File: config.mk
export PLATFORM = sky130hd
export DESIGN_NAME = pm_sleep_ctl
export DESIGN_NICKNAME = d
export VERILOG_FILES = /design/src/rtl/pm_sleep_pkg.sv /design/src/rtl/pm_bus_decode.sv /design/src/rtl/pm_ctl_reg.sv /design/src/rtl/pm_sleep_decode.sv /design/src/rtl/pm_action_out.sv /design/src/rtl/pm_sleep_ctl.sv
export SDC_FILE = /design/constraint.sdc
export NUM_CORES = 1
export LEC_CHECK = 0
export ABC_AREA = 1
export BUFFER_PORTS_ARGS = -buffer_cell sky130_fd_sc_hd__buf_2
export CORE_MARGIN = 2
export CORE_UTILIZATION = 40
export DETAILED_ROUTE_END_ITERATION = 7
export GPL_TIMING_DRIVEN = 0
export PLACE_DENSITY = 0.75
export SYNTH_ARGS = -nofsm -noshare
export SYNTH_HDL_FRONTEND = slang
export SYNTH_SLANG_ARGS = --single-unit
File: constraint.sdc
create_clock -name clk -period 0.93 [get_ports clk]
set_input_delay 0.093 -clock clk [delete_from_list [all_inputs] [get_ports clk]]
set_output_delay 0.093 -clock clk [all_outputs]
set_load 0.005 [all_outputs]
File: src/rtl/pm_sleep_pkg.sv
package pm_sleep_pkg;
  localparam int unsigned CTL_W       = 16;
  localparam int unsigned LANES       = CTL_W / 8;
  localparam int unsigned SCI_EN_POS  = 0;
  localparam int unsigned GLB_REL_POS = 2;
  localparam int unsigned SLP_EN_POS  = 13;
  localparam int unsigned SLP_TYP_LSB = 10;
  localparam int unsigned SLP_TYP_W   = 3;

  localparam logic [SLP_TYP_W-1:0] TYP_SUSPEND   = 3'd5;
  localparam logic [SLP_TYP_W-1:0] TYP_HIBERNATE = 3'd6;
  localparam logic [SLP_TYP_W-1:0] TYP_SOFT_OFF  = 3'd7;
  localparam logic [2:0]           STATE_S3      = 3'd3;

  typedef enum logic [1:0] {
    ACT_NONE      = 2'd0,
    ACT_SUSPEND   = 2'd1,
    ACT_POWER_OFF = 2'd2
  } sleep_act_e;
endpackage

File: src/rtl/pm_bus_decode.sv
module pm_bus_decode #(
  parameter int unsigned ADDR_W  = 16,
  parameter int unsigned PM_BASE = 32'h1F40,
  parameter int unsigned REG_OFS = 4,
  parameter int unsigned LANES   = 2
) (
  input  logic [ADDR_W-1:0] io_addr,
  input  logic              io_wr,
  input  logic              io_word,
  output logic [LANES-1:0]  lane_we,
  output logic [LANES-1:0]  rd_hit,
  output logic              eval_sleep
);
  localparam logic [ADDR_W-1:0] REG_ADDR = ADDR_W'(PM_BASE + REG_OFS);

  genvar l;
  generate
    for (l = 0; l < LANES; l++) begin : g_lane
      assign rd_hit[l]  = (io_addr == REG_ADDR + ADDR_W'(l));
      // word accesses are accepted only at the aligned address
      assign lane_we[l] = io_wr & (io_word ? (io_addr == REG_ADDR) : rd_hit[l]);
    end
  endgenerate

  // the sleep fields live in the top lane
  assign eval_sleep = lane_we[LANES-1];
endmodule

File: src/rtl/pm_ctl_reg.sv
module pm_ctl_reg
  import pm_sleep_pkg::*;
#(
  parameter int unsigned NLANES = LANES
) (
  input  logic                  clk,
  input  logic                  rst_n,
  input  logic [NLANES-1:0]     lane_we,
  input  logic                  io_word,
  input  logic [8*NLANES-1:0]   io_wdata,
  output logic [8*NLANES-1:0]   ctl_q,
  output logic [8*NLANES-1:0]   rd_view,
  output logic                  wr_slp_en,
  output logic [SLP_TYP_W-1:0]  wr_slp_typ
);
  localparam int unsigned W = 8 * NLANES;
  localparam logic [W-1:0] RESET_VAL = W'(1) << SCI_EN_POS;
  localparam logic [W-1:0] RD_MASK   = (W'(1) << SLP_EN_POS) | (W'(1) << GLB_REL_POS);

  logic [W-1:0] lane_wd;
  logic [W-1:0] merged;
  logic [W-1:0] ctl_d;
  logic         ctl_en;

  genvar l;
  generate
    for (l = 0; l < NLANES; l++) begin : g_lane
      assign lane_wd[l*8 +: 8] = io_word ? io_wdata[l*8 +: 8] : io_wdata[7:0];
      assign merged[l*8 +: 8]  = lane_we[l] ? lane_wd[l*8 +: 8] : ctl_q[l*8 +: 8];
    end
  endgenerate

  always_comb begin
    ctl_d             = merged;
    ctl_d[SLP_EN_POS] = 1'b0;
  end

  assign ctl_en = |lane_we;

  always_ff @(posedge clk or negedge rst_n) begin
    if (!rst_n)      ctl_q <= RESET_VAL;
    else if (ctl_en) ctl_q <= ctl_d;
  end

  assign rd_view    = ctl_q & ~RD_MASK;
  assign wr_slp_en  = lane_wd[SLP_EN_POS];
  assign wr_slp_typ = lane_wd[SLP_TYP_LSB +: SLP_TYP_W];
endmodule

File: src/rtl/pm_sleep_decode.sv
module pm_sleep_decode
  import pm_sleep_pkg::*;
(
  input  logic                 eval_sleep,
  input  logic                 wr_slp_en,
  input  logic [SLP_TYP_W-1:0] wr_slp_typ,
  output sleep_act_e           act
);
  always_comb begin
    act = ACT_NONE;
    if (eval_sleep && wr_slp_en) begin
      unique case (wr_slp_typ)
        TYP_SUSPEND:                 act = ACT_SUSPEND;
        TYP_HIBERNATE, TYP_SOFT_OFF: act = ACT_POWER_OFF;
        default:                     act = ACT_NONE;
      endcase
    end
  end
endmodule

File: src/rtl/pm_action_out.sv
module pm_action_out
  import pm_sleep_pkg::*;
(
  input  logic       clk,
  input  logic       rst_n,
  input  sleep_act_e act,
  output logic       sys_reset_pulse,
  output logic       s3_resume,
  output logic [2:0] sleep_state,
  output logic       shutdown_req
);
  logic       rst_pulse_d, shd_d, resume_d;
  logic [2:0] state_d;

  always_comb begin
    rst_pulse_d = (act == ACT_SUSPEND);
    shd_d       = (act == ACT_POWER_OFF);
    resume_d    = s3_resume | (act == ACT_SUSPEND);
    state_d     = (act == ACT_SUSPEND) ? STATE_S3 : sleep_state;
  end

  always_ff @(posedge clk or negedge rst_n) begin
    if (!rst_n) begin
      sys_reset_pulse <= 1'b0;
      shutdown_req    <= 1'b0;
      s3_resume       <= 1'b0;
      sleep_state     <= 3'd0;
    end else begin
      sys_reset_pulse <= rst_pulse_d;
      shutdown_req    <= shd_d;
      s3_resume       <= resume_d;
      sleep_state     <= state_d;
    end
  end
endmodule

File: src/rtl/pm_sleep_ctl.sv
module pm_sleep_ctl
  import pm_sleep_pkg::*;
#(
  parameter int unsigned ADDR_W  = 16,
  parameter int unsigned PM_BASE = 32'h1F40,
  parameter int unsigned REG_OFS = 4
) (
  input  logic              clk,
  input  logic              rst_n,
  input  logic [ADDR_W-1:0] io_addr,
  input  logic              io_wr,
  input  logic              io_word,
  input  logic [CTL_W-1:0]  io_wdata,
  output logic [CTL_W-1:0]  io_rdata,
  output logic              sys_reset_pulse,
  output logic              s3_resume,
  output logic [2:0]        sleep_state,
  output logic              shutdown_req
);
  logic [LANES-1:0]     lane_we;
  logic [LANES-1:0]     rd_hit;
  logic                 eval_sleep;
  logic [CTL_W-1:0]     rd_view;
  logic                 wr_slp_en;
  logic [SLP_TYP_W-1:0] wr_slp_typ;
  sleep_act_e           act;

  pm_bus_decode #(
    .ADDR_W(ADDR_W), .PM_BASE(PM_BASE), .REG_OFS(REG_OFS), .LANES(LANES)
  ) u_dec (
    .io_addr(io_addr), .io_wr(io_wr), .io_word(io_word),
    .lane_we(lane_we), .rd_hit(rd_hit), .eval_sleep(eval_sleep)
  );

  pm_ctl_reg #(.NLANES(LANES)) u_reg (
    .clk(clk), .rst_n(rst_n), .lane_we(lane_we), .io_word(io_word),
    .io_wdata(io_wdata), .ctl_q(), .rd_view(rd_view),
    .wr_slp_en(wr_slp_en), .wr_slp_typ(wr_slp_typ)
  );

  pm_sleep_decode u_sdec (
    .eval_sleep(eval_sleep), .wr_slp_en(wr_slp_en),
    .wr_slp_typ(wr_slp_typ), .act(act)
  );

  pm_action_out u_act (
    .clk(clk), .rst_n(rst_n), .act(act),
    .sys_reset_pulse(sys_reset_pulse), .s3_resume(s3_resume),
    .sleep_state(sleep_state), .shutdown_req(shutdown_req)
  );

  // byte lane l is returned right-aligned
  always_comb begin
    io_rdata = '0;
    for (int l = 0; l < int'(LANES); l++) begin
      if (rd_hit[l]) io_rdata = rd_view >> (8 * l);
    end
  end
endmodule

Word level (Yosys, flattened, before mapping)
Cells that the tools add are included.

storage, ports and cells
  register bits after elaboration = 19
  bits in latches = 0
  bits in writable memories = 0
  ROM bits = 0
  input port bits = 36
  logic and storage cells = 27
  memories = 0

operators by class
  add/sub/neg operators = 0
  $mul = 0
  divide/modulo/power cells = 0
  $lt $le $gt $ge = 0
  equal/unequal tests = 7
  shift-type cells = 0
  multiplexer cells = 6
  bitwise gates (word level) = 3
  reductions and logical operators = 5

operators by type and width
  kind                  number
  $eq 16x13->1 const B  2
  $mux 16               2
  $eq 3x3->1 const B    3
  $mux 8                1
  $pmux 2 s2            1
  $reduce_and 2->1      2
  $reduce_or 2->1       2
  $and 1x1->1           2
  $eq 2x1->1 const B    1
  $eq 2x2->1 const B    1
  $mux 2                1
  $logic_and 1x1->1     1
  $mux 1                1
  $or 1x1->1            1

Longest topological paths before layout
  depth in word-level cells = 7
  mapped depth = 10
  mapped depth without buffers = 9

By module
A second synthesis with hierarchy kept.

second synthesis, totals
  cell total of the unflattened synthesis = 228
  area total of the unflattened synthesis = 1,574.0 µm²

modules (own cells, without submodules)
  module           instances  cells each  area each (µm²)  sequential area each (µm²)
  pm_ctl_reg       1          113         919.6            376.6
  pm_sleep_ctl     1          45          271.5            0.0
  pm_bus_decode    1          49          207.7            0.0
  pm_action_out    1          15          151.4            100.1
  pm_sleep_decode  1          6           23.8             0.0

Worst setup path after synthesis
No wires, ideal clock.

  path kind = input -> register
  start = input port io_addr[13]
  end = register u_reg.ctl_q[4]
  arrival = 0.896 ns
  setup slack = -0.083 ns
  cell stages on the path = 9
  buffers on the path = 1
  path through = nor2_1 nand2_1 nor2_4 nand2_4 inv_6 nand2_4 buf_6 nand2_1 o21ai_2

on the way
  longest elaborated chain between the ends = 5
  elaborated cells on any way between the ends = 7
  those cells by class = 2 x eq/ne; 1 x mux; 2 x bitwise; 2 x reduce/logical

RTL lines
  element                                 RTL line                                  text
  start, declared                         pm_sleep_ctl.sv:10                        input logic [ADDR_W-1:0] io_addr,
  $eq 16x13->1, on equally long branches  pm_bus_decode.sv:19, pm_bus_decode.sv:21
  $mux 1                                  pm_bus_decode.sv:21                       assign lane_we[l] = io_wr & (io_word ? (io_addr == REG_ADDR) : rd_hit[l]);
  $and 1x1->1                             pm_bus_decode.sv:21
  $reduce_or 2->1                         pm_ctl_reg.sv:38                          assign ctl_en = |lane_we;
  $reduce_and 2->1 (no line) (*)          --
  end signal, assigned                    pm_ctl_reg.sv:42                          else if (ctl_en) ctl_q <= ctl_d;
  end, declared                           pm_ctl_reg.sv:11                          output logic [8*NLANES-1:0] ctl_q,

Every way passes the cells marked *; elsewhere a longest branch is shown, timed or not.
A chain may end at the register's enable or synchronous reset.

Worst setup path after layout
  start = register u_reg.ctl_q[0]
  end = output port io_rdata[0]

on the way
  longest elaborated chain between the ends = 2

RTL lines
  element                RTL line            text
  $mux 16 (2 in series)  pm_sleep_ctl.sv:56  if (rd_hit[l]) io_rdata = rd_view >> (8 * l);
  end, declared          pm_sleep_ctl.sv:14  output logic [CTL_W-1:0] io_rdata,

No other way between the ends.

==> results.ini <==
[final_layout]
drive_gt1_share_pct = 58.3
area_delta_synth_final_pct = 58.9
layout_common_cells = buf_2, nand2_1, dfrtp_1, inv_1, nand2_2
num-nets-final = 265
fin_util_pct = 66.0
final_common_cell = buf_2
diodes = 0
fillers = 233

[floorplanning]
core.rowCount = 19
die_y_um = 57.3
fp.coreArea_um2 = 2730
fp.dieArea_um2 = 3280
io_pins = 58
initial_utilization_pct = 41.6
die_width_um = 57.3

[pwr]
switchingPower_w = 0.000517
power_density_nw_per_um2 = 994
combPwrFrac_pct = 24.5
p_sw_share_pct = 28.8
clkPwrFrac_pct = 26.9
p_seq_share_pct = 48.7
power_w = 0.00179
vdd_drop_max_v = 0.000715
intPower_w = 0.00128
p_leak_nw = 1.00

[clock_network]
clock_path_buffers = 2
htree_levels = 1
cts_tree = built
cts.reportedPaths.clkPinSlew_ns = 0.10
cts_made_buffers = 3
cts_root_buffer = clkbuf_4
cts.sinks = 18
insertion_delay_ns = 0.29

[logic_synthesis]
yosys_warnings = 0
syn_area_um2 = 1140
synth_top_area_share_pct = 37.4
synth_seq_cells = 18
synth_cell_type_count = 20
avgSynthCellArea_um2 = 7.24
ys_seq_area_share_pct = 39.8
synth_cells = 157
synth_top_cells_by_area = dfrtp_1, nand2_1, inv_1
synth_top_area_cell = dfrtp_1

[placed_design]
dpl.hpwl_um = 2020
place_congestion = 0.830
place.port_buffers = 54
detailedPlace.worstSlack_ns = -0.333

[sta]
post-route-period-util_pct = 125
fin_crit_ns = 1.17
hold_viol = 0
setup_violations = 26
slew_headroom_pct = 64.0
worst_slack_ns = -0.235
rsz0062_at_grt = yes
max_freq_mhz = 858
tightest_slew_ns = 0.540
skew_ns = 0
maxSlewViolCount = 0

[routing]
wl_um = 2990
viasPerCell = 4.73
drt-wirelength-per-cell_um = 11.5
drtPass1Iterations = 4
ant_nets = 0
drc = 0
drtIter0Drc = 28
num_vias = 1225

[status]
status = complete, but fails checks
violations = setup timing

[worst_setup_path]
worst-endpoint-arrival_ns = 1.07
cp_max_fo = 2
worst-r2r-setup-slack_ns = 0.09
crit_type = flop to output pin
critPathLaunchType = flop
cp-end-kind = output pin
timing.critical_path.required_ns = 0.84

[job]
maxCapViolations = 0

[global_routing]
grt_remaining_overflow = 0
grt_use_total_pct = 17.7
grt_pass1_vias = 1090
grt_max_degree = 19
antenna_found_initial = 0
grt_first_pass_wirelength_um = 4570

[hold_path]
hold_path.class = input port to flop

kinds of logic (layout without fill, tap and decap cells):
kind of cell | Yosys count | count (layout) | share of synthesized area, %
other | 1 | 2 | 0.330
AND/OR/NAND/NOR | 85 | 85 | 35.8
AO/OA/AOI/OAI | 19 | 19 | 10.4
buffers and inverters | 34 | 104 | 13.8
flip-flops | 18 | 18 | 39.8
through the flow:
stage / std cells / hold slack, ns / instance area, um2 / setup TNS, ns
2_1_floorplan: 158 / -0.203 / 1170 / -0.292
4_1_cts: 252 / 0.0355 / 1590 / -2.59
3_5_place_dp: 243 / 0.0401 / 1480 / -7.36
3_3_place_gp: 243 / 0.0412 / 1480 / -6.83
5_1_grt: 259 / 0.0335 / 1810 / -4.40
6_report: 259 / 0.0300 / 1810 / -2.74
synthesized netlist by cell type (all sizes together):
| cell | count |
|---|---|
| dfrtp | 17 |
| clkbuf | 1 |
| nand3 | 2 |
| nand4 | 8 |
| inv | 27 |
| conb | 1 |
| o21ai | 19 |
| buf | 6 |
| dfstp | 1 |
| nand2 | 54 |
| nor2 | 21 |
state kept, by name, indices dropped and copies added (netlist names):
| register | cells |
|---|---|
| u_act.s3_resume | 1 |
| u_act.shutdown_req | 1 |
| u_act.sleep_state | 1 |
| u_act.sys_reset_pulse | 1 |
| u_reg.ctl_q | 14 |
worst max-delay path, stage by stage, from the launching register on:
cell     delay (ns)
dfstp_2        0.55
nand2_2        0.06
o21ai_2        0.05
buf_2          0.12
routing by layer:
| layer | share of wire (%) | GRT usage, % | routed length [um] |
|---|---|---|---|
| met4 | 2.0 | 4.98 | 59 |
| met2 | 48 | 31.0 | 1450 |
| met1 | 40 | 22.1 | 1200 |
| met3 | 9.3 | 3.40 | 277 |
| met5 | 0 | 0 | 0 |
timing repair:
item | 4_1_cts | 5_1_grt
hold buffers | 1 | 0
pin swaps | 3 | 4
setup endpoints to repair | 19 | 28
hold endpoints to repair | 17 | 0
setup buffers | 5 | 6
cloned | 0 | 1
gates resized for setup | 9 | 47
power groups by stage:
stage / logic (W) / registers (W) / clock network [W]
global route: 0.000493 / 0.000878 / 0.000514
floorplan: 0.000175 / 0.000869 / 0
finish: 0.000439 / 0.000873 / 0.000482
detailed placement: 0.000299 / 0.000876 / 0
global placement: 0.000298 / 0.000874 / 0
CTS: 0.000346 / 0.000861 / 0.000489
cell type report:
type                            instances  area (um2)  share of cell area [%]
Buffer                                  6        46.3                    2.56
Clock buffer                            4        36.3                    2.01
Inverter                               27         114                    6.31
Multi-Input combinational cell        106         683                    37.8
Sequential cell                        18         452                    25.0
Tap cell                               31        38.8                    2.15
Timing Repair Buffer                   67         435                    24.1
worst paths after layout:
path / depth (start not counted) / startpoint / to
worst min register to register: 2 / u_act.s3_resume / u_act.s3_resume
worst min-delay path: 3 / io_wdata[0] / u_reg.ctl_q[0]
min in group asynchronous: 2 / rst_n / u_act.shutdown_req
worst max register to register: 4 / u_reg.ctl_q[10] / u_reg.ctl_q[10]
worst max-delay path: 3 / u_reg.ctl_q[0] / io_rdata[0]
max in group asynchronous: 2 / rst_n / u_reg.ctl_q[0]
Note: power is estimated with default switching activity, not from simulation.
